--- src/rtl/baud_gen_pkg.sv ---
package baud_gen_pkg;
  localparam int SEL_W   = 16;
  localparam int PRE_W   = 5;
  localparam int PRE_LSB = 8;
  localparam int CODE_W  = 3;
  localparam int CODE_MAX = 4;            // highest power-of-two code
  localparam int POW_W   = CODE_MAX + 1;  // stage-two counter width

  typedef struct packed {
    logic [PRE_W-1:0]  pre_m1;
    logic              bypass;
    logic [CODE_W-1:0] code;
  } baud_cfg_t;

  function automatic baud_cfg_t decode_sel(input logic [SEL_W-1:0] s);
    baud_cfg_t c;
    c.pre_m1 = s[PRE_LSB +: PRE_W];
    c.code   = s[CODE_W-1:0];
    c.bypass = (s[CODE_W-1:0] > CODE_W'(CODE_MAX));
    return c;
  endfunction
endpackage

--- src/rtl/baud_prescale.sv ---
module baud_prescale #(
  parameter int PRE_W = 5
) (
  input  logic             clk_i,
  input  logic             rst_ni,
  input  logic             run_i,
  input  logic [PRE_W-1:0] limit_i,
  input  logic             clr_i,
  output logic             step_o
);
  logic [PRE_W-1:0] cnt_q;

  assign step_o = run_i && (cnt_q == limit_i);

  always_ff @(posedge clk_i or negedge rst_ni) begin
    if (!rst_ni)                     cnt_q <= '0;
    else if (!run_i || step_o || clr_i) cnt_q <= '0;
    else                             cnt_q <= cnt_q + 1'b1;
  end
endmodule

--- src/rtl/baud_pow2.sv ---
module baud_pow2 #(
  parameter int POW_W  = 5,
  parameter int CODE_W = 3
) (
  input  logic              clk_i,
  input  logic              rst_ni,
  input  logic              run_i,
  input  logic              step_i,
  input  logic [CODE_W-1:0] code_i,
  input  logic              bypass_i,
  output logic              tick_o
);
  logic [POW_W-1:0] cnt_q;
  logic [POW_W-1:0] mask;
  logic             term;

  always_comb begin
    for (int i = 0; i < POW_W; i++) mask[i] = (i <= int'(code_i));
  end

  assign term   = (cnt_q == mask);
  assign tick_o = step_i && (bypass_i || term);

  always_ff @(posedge clk_i or negedge rst_ni) begin
    if (!rst_ni)              cnt_q <= '0;
    else if (!run_i || tick_o) cnt_q <= '0;
    else if (step_i)          cnt_q <= cnt_q + 1'b1;
  end
endmodule

--- src/rtl/baud_chan.sv ---
module baud_chan
  import baud_gen_pkg::*;
(
  input  logic             clk_i,
  input  logic             rst_ni,
  input  logic [SEL_W-1:0] sel_i,
  input  logic             en_i,
  input  logic             idle_i,
  output logic             tick_o,
  output logic             sck_o
);
  baud_cfg_t act_q;
  logic      step;
  logic      phase_q;

  // shadow copy: reload only when idle or at a period boundary
  always_ff @(posedge clk_i or negedge rst_ni) begin
    if (!rst_ni)               act_q <= decode_sel('0);
    else if (!en_i || tick_o)  act_q <= decode_sel(sel_i);
  end

  baud_prescale #(.PRE_W(PRE_W)) u_pre (
    .clk_i   (clk_i),
    .rst_ni  (rst_ni),
    .run_i   (en_i),
    .limit_i (act_q.pre_m1),
    .clr_i   (tick_o),
    .step_o  (step)
  );

  baud_pow2 #(.POW_W(POW_W), .CODE_W(CODE_W)) u_pow (
    .clk_i    (clk_i),
    .rst_ni   (rst_ni),
    .run_i    (en_i),
    .step_i   (step),
    .code_i   (act_q.code),
    .bypass_i (act_q.bypass),
    .tick_o   (tick_o)
  );

  always_ff @(posedge clk_i or negedge rst_ni) begin
    if (!rst_ni)     phase_q <= 1'b0;
    else if (!en_i)  phase_q <= 1'b0;
    else if (tick_o) phase_q <= ~phase_q;
  end

  assign sck_o = idle_i ^ phase_q;
endmodule

--- src/rtl/baud_gen.sv ---
module baud_gen
  import baud_gen_pkg::*;
#(
  parameter int NCH = 2
) (
  input  logic             clk_i,
  input  logic             rst_ni,
  input  logic [SEL_W-1:0] tx_sel_i,
  input  logic             tx_en_i,
  input  logic             tx_idle_i,
  output logic             tx_tick_o,
  output logic             tx_sck_o,
  input  logic [SEL_W-1:0] rx_sel_i,
  input  logic             rx_en_i,
  input  logic             rx_idle_i,
  output logic             rx_tick_o,
  output logic             rx_sck_o
);
  logic [NCH-1:0][SEL_W-1:0] sel;
  logic [NCH-1:0]            en, idle, tick, sck;

  assign sel  = {rx_sel_i, tx_sel_i};
  assign en   = {rx_en_i, tx_en_i};
  assign idle = {rx_idle_i, tx_idle_i};

  for (genvar g = 0; g < NCH; g++) begin : g_ch
    baud_chan u_ch (
      .clk_i  (clk_i),
      .rst_ni (rst_ni),
      .sel_i  (sel[g]),
      .en_i   (en[g]),
      .idle_i (idle[g]),
      .tick_o (tick[g]),
      .sck_o  (sck[g])
    );
  end

  assign tx_tick_o = tick[0];
  assign tx_sck_o  = sck[0];
  assign rx_tick_o = tick[1];
  assign rx_sck_o  = sck[1];
endmodule

--- config.mk ---
export PLATFORM = sky130hd
export DESIGN_NAME = baud_gen
export DESIGN_NICKNAME = d
export VERILOG_FILES = /design/src/rtl/baud_gen_pkg.sv /design/src/rtl/baud_prescale.sv /design/src/rtl/baud_pow2.sv /design/src/rtl/baud_chan.sv /design/src/rtl/baud_gen.sv
export SDC_FILE = /design/constraint.sdc
export NUM_CORES = 1
export LEC_CHECK = 0
export BUFFER_PORTS_ARGS = -buffer_cell sky130_fd_sc_hd__buf_2
export CAP_MARGIN = 20
export CORE_MARGIN = 1
export CORE_UTILIZATION = 50
export DETAILED_ROUTE_END_ITERATION = 10
export MAX_ROUTING_LAYER = met4
export PLACE_DENSITY_LB_ADDON = 0.15
export SYNTH_ARGS = -nofsm -noshare
export SYNTH_HDL_FRONTEND = slang
export SYNTH_SLANG_ARGS = --single-unit
--- constraint.sdc ---
create_clock -name clk_i -period 4.83 [get_ports clk_i]
set_clock_uncertainty 0.1 [all_clocks]
set_input_delay 0.7245 -clock clk_i [delete_from_list [all_inputs] [get_ports clk_i]]
set_output_delay 0.7245 -clock clk_i [all_outputs]
set_load 0.05 [all_outputs]
==> flow_summary.json, run 1 <==
{
  "status": "finished clean",
  "fmax_ghz": 0.331,
  "setup_viol_count_final": 0,
  "ys_top_cells_by_count": "40 x dfrtp_1, 16 x nor2_1, 15 x mux2_4",
  "yosys.area.top_type_share": 0.467,
  "via_per_inst": 5.48,
  "overflow": 0,
  "cts_setup_buffers": 0,
  "grt_pass1_vias": 1487,
  "cap_violations": 0,
  "syn_area_per_cell_um2": 11.3,
  "synthArstFlopShare": 1.00,
  "tns_ns": 0,
  "placementRows": 23,
  "place_congestion": 0.778,
  "io_buffers": 25,
  "leakagePower_uw": 0.00110,
  "antenna_cells": 0,
  "power_density_mw_per_mm2": 421,
  "cts_tree": "done",
  "synth_cells": 189,
  "nFillCells": 316,
  "insertion_delay_ns": 0.29,
  "finalNetCount": 261,
  "crit_path_cell_trace": "or4_1 > o221ai_2 > a21oi_1 > nor4_1 > buf_2",
  "synthesis.nets": 231,
  "synthFlopType": "dfrtp_1",
  "cts_max_level": 2,
  "synth-seq-area-share": 0.467,
  "antenna_found_initial": 0,
  "hold_path_class": "flip-flop to flip-flop",
  "ys_types": 42,
  "ff2ff_path_depth": 5,
  "wl_per_cell_um": 14.3,
  "finalHoldViolations": 0,
  "min_from": "g_ch[1].u_ch.u_pre.cnt_q[0]$_DFF_PN0_",
  "period_share": 0.625,
  "required_ns": 4.01,
  "worst_slew_pin_slew_ns": 0.868,
  "worst-setup-path-type": "flip-flop to output pin",
  "hpwlAfterDp_mm": 2.87,
  "peakVddDrop_mv": 0.206,
  "slew_headroom": 0.421,
  "cts_buffer_depth": 2,
  "die_width_um": 67.5,
  "ys_top_cells_by_area": "dfrtp_1 47%, mux2_4 11%, xnor2_1 5.3%",
  "numCtsBuffers": 5,
  "postRouteAntennaNets": 0,
  "min_to": "g_ch[1].u_ch.u_pre.cnt_q[0]$_DFF_PN0_",
  "r2r_end": "g_ch[0].u_ch.act_q[8]$_DFFE_PN0P_",
  "die-area_mm2": 0.00455,
  "cp-end-kind": "output pin",
  "drv_slew": 0,
  "grt_max_degree": 41,
  "max_stage_delay_ns": 0.58,
  "synth_edf_count": 0,
  "drive_gt1_frac": 0.264,
  "path_max_fanout": 6,
  "drtIter0Drc": 58,
  "synth_most_common_cell": "dfrtp_1",
  "globalRouteTotalUtil": 0.198,
  "synth_seq_cells": 40,
  "reg2reg_slack_ns": 2.21,
  "netlist_area_mm2": 0.00214,
  "io-pin-count": 42,
  "yosys.area.top_type": "dfrtp_1",
  "r2r_start": "g_ch[0].u_ch.u_pre.cnt_q[1]$_DFF_PN0_",
  "grt_first_pass_wirelength_mm": 6.41,
  "ys.warnings.count": 0,
  "multi_input_area_mm2": 0.00109,
  "seqCellArea_mm2": 0.00100,
  "slowest_stage": "or4_1",
  "cp.arrival_ns": 2.20,
  "cts_hold_buf": 0,
  "vias": 1480,
  "drc": 0,
  "initial_core_util": 0.528,
  "post-place-ws_ns": 2.13,
  "cts-root-buf": "clkbuf_8",
  "min_path_cells": 1,
  "area_growth_pct": 13.9,
  "die_h_um": 67.5,
  "wl_mm": 3.85,
  "cts_resized": 0,
  "clkTransAtPathRegs_ns": 0.07,
  "cts.sinks": 40,
  "rsz0062_at_grt": "false",
  "post-route-min-period_ns": 3.02,
  "coreArea_mm2": 0.00406,
  "layout_setup_ws_ns": 1.81,
  "drt_first_pass_iters": 4,
  "critPathLaunchType": "flip-flop"
}
==> through the flow <==
stage | hold WS [ns] | std cells | area [µm²] | power [µW] | utilization
floorplan | 0.329 | 189 | 2140 | 675 | -
global placement | 0.392 | 262 | 2310 | 725 | 0.570
detailed placement | 0.402 | 262 | 2310 | 739 | 0.570
CTS | 0.414 | 270 | 2440 | 1040 | 0.601
global route | 0.433 | 270 | 2440 | 1090 | 0.601
finish | 0.412 | 270 | 2440 | 1030 | 0.601
==> layer usage <==
layer / vias up / wire length (µm) / track usage
met5: - / 0 / -
met4: 0 / 61 / 0.0718
met3: 7 / 108 / 0.0456
met2: 20 / 2000 / 0.345
met1: 724 / 1680 / 0.218
li1: 729 / - / -
==> worst max-delay path: cells and delay by family (launching register included) <==
family                 cells  cell delay, ns
AO/OA/AOI/OAI              2            0.37
buffers and inverters      1            0.31
flip-flops                 1            0.44
AND/OR/NAND/NOR            2            0.78
==> worst max path at each step <==
stage	from	end	slack, ns	depth (start not counted)
floorplan	g_ch[1].u_ch.act_q[2]$_DFFE_PN0P_	rx_tick_o	1.30	4
global placement	g_ch[1].u_ch.act_q[2]$_DFFE_PN0P_	rx_tick_o	2.22	5
detailed placement	g_ch[1].u_ch.act_q[2]$_DFFE_PN0P_	rx_tick_o	2.13	5
CTS	g_ch[1].u_ch.act_q[2]$_DFFE_PN0P_	rx_tick_o	1.78	5
global route	g_ch[1].u_ch.act_q[2]$_DFFE_PN0P_	rx_tick_o	1.70	5
finish	g_ch[1].u_ch.act_q[2]$_DFFE_PN0P_	rx_tick_o	1.81	5
==> power breakdown <==
part / internal (µW) / switching, µW / leakage (µW)
Sequential: 399 / 68.6 / 0.000516
Clock: 182 / 114 / 0.0000645
Combinational: 146 / 118 / 0.000519
==> cells in the final DEF (no fill, tap or decap), drive strengths merged <==
| cell type | n |
|---|---|
| dfrtp | 40 |
| buf | 25 |
| nor2 | 16 |
| mux2 | 16 |
| xnor2 | 13 |
| o21ai | 12 |
| inv | 9 |
| nand2 | 9 |
| xor2 | 8 |
| nand3 | 8 |
| a21oi | 7 |
| clkbuf | 7 |
| nand4 | 5 |
| nor2b | 5 |
| a22o | 4 |
| ha | 4 |
| or4 | 3 |
| o21a | 3 |
| and2 | 3 |
| o22ai | 2 |
| and3 | 2 |
| nand2b | 2 |
| mux2i | 2 |
| a31o | 2 |
| a21boi | 2 |
| nor3 | 2 |
| or3b | 1 |
| o41ai | 1 |
| o31ai | 1 |
| nand4bb | 1 |
| o221ai | 1 |
| nor4 | 1 |
| a211o | 1 |
| o32ai | 1 |
| bufinv | 1 |
==> cell type report <==
| class | instances | share of cell area |
|---|---|---|
| inverter | 9 | 0.0138 |
| tap | 50 | 0.0256 |
| multi-input combinational | 138 | 0.447 |
| sequential | 40 | 0.410 |
| clock inverter | 1 | 0.0123 |
| clock buffer | 7 | 0.0395 |
| timing repair buffer | 25 | 0.0513 |
==> state kept, by name, indices dropped and copies added (netlist names) <==
register / count
g_ch.u_ch.u_pow.cnt_q: 10
g_ch.u_ch.act_q: 18
g_ch.u_ch.phase_q: 2
g_ch.u_ch.u_pre.cnt_q: 10
==> cell families (layout without fill, tap and decap cells) <==
logic type / after synthesis / count (layout) / synth area share
XOR/XNOR: 21 / 21 / 0.0859
multiplexers: 18 / 18 / 0.120
adder cells (fa/ha/maj): 4 / 4 / 0.0234
buffers and inverters: 11 / 42 / 0.0234
flip-flops: 40 / 40 / 0.467
AND/OR/NAND/NOR: 58 / 58 / 0.151
AO/OA/AOI/OAI: 37 / 37 / 0.130
Note: power is estimated with default switching activity, not from simulation.
==> inputs of run 2 (changes only) <==
--- a/config.mk
+++ b/config.mk
@@ -5,6 +5,7 @@
 export SDC_FILE = /design/constraint.sdc
 export NUM_CORES = 1
 export LEC_CHECK = 0
+export ABC_AREA = 1
 export BUFFER_PORTS_ARGS = -buffer_cell sky130_fd_sc_hd__buf_2
 export CAP_MARGIN = 20
 export CORE_MARGIN = 1
==> constraint.sdc (replaced) <==
create_clock -name clk_i -period 2.6 [get_ports clk_i]
set_clock_uncertainty 0.1 [all_clocks]
set_input_delay 0.39 -clock clk_i [delete_from_list [all_inputs] [get_ports clk_i]]
set_output_delay 0.39 -clock clk_i [all_outputs]
set_load 0.05 [all_outputs]
==> flow_summary.json, run 2 <==
{
  "ys_types": 23,
  "cts.sinks": 40,
  "hpwlAfterDp_mm": 2.96,
  "die-area_mm2": 0.00469,
  "endpoint": "rx_tick_o",
  "numCtsBuffers": 5,
  "r2r_start": "g_ch[1].u_ch.act_q[2]$_DFFE_PN0P_",
  "initial_core_util": 0.538,
  "cts_buffer_depth": 2,
  "ys_top_cells_by_count": "107 x nand2_1, 41 x inv_1, 40 x dfrtp_1",
  "coreArea_mm2": 0.00412,
  "setup_viol_count_final": 0,
  "synthArstFlopShare": 1.00,
  "placementRows": 23,
  "layout_setup_ws_ns": 0.151,
  "drv_slew": 0,
  "peakVddDrop_mv": 0.279,
  "r2r_end": "g_ch[1].u_ch.act_q[2]$_DFFE_PN0P_",
  "worst-setup-path-type": "flip-flop to output pin",
  "path_max_fanout": 11,
  "die_width_um": 68.5,
  "cts_resized": 0,
  "hold_path_class": "input pin to asynchronous set/reset pin",
  "topRoutingLayerUsed": "met4",
  "cpMostUsedCell": "nand2_1",
  "status": "finished clean",
  "synth-seq-area-share": 0.452,
  "grt_pass1_vias": 1703,
  "reg2reg_slack_ns": 0.57,
  "yosys.area.top_type": "dfrtp_1",
  "cts_hold_buf": 0,
  "wl_met2_mm": 1.91,
  "cts_setup_buffers": 0,
  "grt_first_pass_wirelength_mm": 7.18,
  "netlist_area_mm2": 0.00221,
  "final_common_cell": "nand2_1",
  "reg_top3": "g_ch.u_ch.act_q x18, g_ch.u_ch.u_pow.cnt_q x10, g_ch.u_ch.u_pre.cnt_q x10",
  "critPathLaunchType": "flip-flop",
  "wl_met3_um": 91,
  "crit_family": "simple AND/OR/NAND/NOR gates",
  "post-route-min-period_ns": 2.45,
  "overflow": 0,
  "area_growth_pct": 11.3,
  "synth_edf_count": 0,
  "insertion_delay_ns": 0.30,
  "slowest_stage": "dfrtp_1",
  "max_stage_delay_ns": 0.41,
  "drt_first_pass_iters": 4,
  "power_density_mw_per_mm2": 643,
  "largest_reg_flops": 18,
  "cts_tree": "done",
  "slew_headroom": 0.417,
  "place_congestion": 0.821,
  "post-place-ws_ns": 0.484,
  "tns_ns": 0,
  "hold-worst-slack_ns": 0.103,
  "yosys.area.top_type_share": 0.452,
  "finalPower_uw": 1580,
  "cp-end-kind": "output pin",
  "leakagePower_uw": 0.00138,
  "drtIter0Drc": 100,
  "syn_area_per_cell_um2": 7.37,
  "vias": 1831,
  "synth_seq_cells": 40,
  "cts-root-buf": "clkbuf_8",
  "drive_gt1_frac": 0.130,
  "cts_max_level": 2,
  "synth_most_common_cell": "nand2_1",
  "drc": 0,
  "finalHoldViolations": 0,
  "synth_cells": 300,
  "globalRouteTotalUtil": 0.215,
  "period_share": 0.942,
  "met1Wirelength_mm": 2.05,
  "required_ns": 2.11,
  "antenna_found_initial": 0,
  "ys_top_cells_by_area": "dfrtp_1 45%, nand2_1 18%, nand3_1 8.8%",
  "crit_path_cell_trace": "inv_2 > nand2_1 > nand2_1 > nor2_1 > nand3_1 > nor2_2 > nand2_1 > inv_2 > buf_2",
  "antenna_cells": 0,
  "top_register": "g_ch.u_ch.act_q",
  "cap_violations": 0,
  "cp.arrival_ns": 1.96,
  "wl_per_cell_um": 11.0,
  "cp_num_buf_inv": 3,
  "via_per_inst": 4.90,
  "clkTransAtPathRegs_ns": 0.08,
  "ff2ff_path_depth": 10,
  "cp-startpoint": "g_ch[1].u_ch.u_pre.cnt_q[2]$_DFF_PN0_",
  "io_buffers": 25,
  "final_cell_mix": "107 x nand2_1, 41 x inv_1, 40 x dfrtp_1",
  "ys.warnings.count": 0,
  "fmax_ghz": 0.408,
  "worst-path-stages": 9,
  "worst_slew_pin_slew_ns": 0.875,
  "wl_mm": 4.12,
  "finalNetCount": 366,
  "postRouteAntennaNets": 0,
  "die_h_um": 68.5,
  "io-pin-count": 42,
  "rsz0062_at_grt": "false",
  "synthFlopType": "dfrtp_1",
  "grt_max_degree": 41,
  "synthesis.nets": 342
}
==> run 2: cell count changes in the layout (fill, tap and decap cells not counted), sizes merged, moves of 3 or more <==
cell | before | now
nand2 | 9 | 109
inv | 9 | 44
nand3 | 8 | 40
mux2 | 16 | 0
nor2 | 16 | 27
o21ai | 12 | 2
xnor2 | 13 | 3
nor2b | 5 | 0
a22o | 4 | 0
and2 | 3 | 0
nand4 | 5 | 2
or4 | 3 | 0
==> run 2: logic make-up after synthesis <==
family	synth area share
flip-flops	0.452
AND/OR/NAND/NOR	0.343
adder cells (fa/ha/maj)	0.0226
XOR/XNOR	0.0515
buffers and inverters	0.107
AO/OA/AOI/OAI	0.0226
==> run 2: worst register-to-register path, cell delays in order (launching register included) <==
cell	delay, ns
dfrtp_1	0.43
nor2_1	0.20
nand2_1	0.07
nand2_1	0.06
nand2_1	0.05
nand3_1	0.07
nand2_1	0.06
nand2_1	0.31
nand2_1	0.35
nand2_1	0.16
nand2_1	0.06
==> run 2: final cells by class <==
cell class,count,area (µm²)
well taps,50,62.6
clock buffers,5,68.8
flip-flops and latches,40,1000
inverters,45,170
repair buffers,25,125
multi-input cells,207,973
clock inverters,2,60.1
fillers,376,1650
==> run 2: worst min path at each step <==
stage,startpoint,endpoint,depth (start not counted)
CTS,rst_ni,g_ch[0].u_ch.act_q[7]$_DFFE_PN0P_,1
detailed placement,g_ch[1].u_ch.act_q[3]$_DFFE_PN0P_,g_ch[1].u_ch.act_q[3]$_DFFE_PN0P_,2
finish,rst_ni,g_ch[1].u_ch.u_pre.cnt_q[4]$_DFF_PN0_,1
global route,rst_ni,g_ch[1].u_ch.act_q[8]$_DFFE_PN0P_,1
floorplan,rst_ni,g_ch[0].u_ch.act_q[0]$_DFFE_PN0P_,0
global placement,g_ch[0].u_ch.act_q[3]$_DFFE_PN0P_,g_ch[0].u_ch.act_q[3]$_DFFE_PN0P_,2
==> run 2: per-layer routing <==
layer,vias up,GRT usage
li1,961,-
met1,844,0.273
met2,20,0.336
met3,6,0.0395
met4,0,0.0938
met5,-,-
==> run 2: per-stage QoR <==
step	cells	cell area (µm²)	util
finish	374	2460	0.598
global route	374	2460	0.598
detailed placement	367	2330	0.567
CTS	374	2460	0.598
floorplan	300	2210	-
global placement	367	2330	0.567
==> run 2: power by group <==
| part | switching (µW) | leakage (µW) | internal [µW] |
|---|---|---|---|
| Clock | 222 | 0.0000642 | 378 |
| Sequential | 52.0 | 0.000521 | 678 |
| Combinational | 159 | 0.000795 | 93.4 |
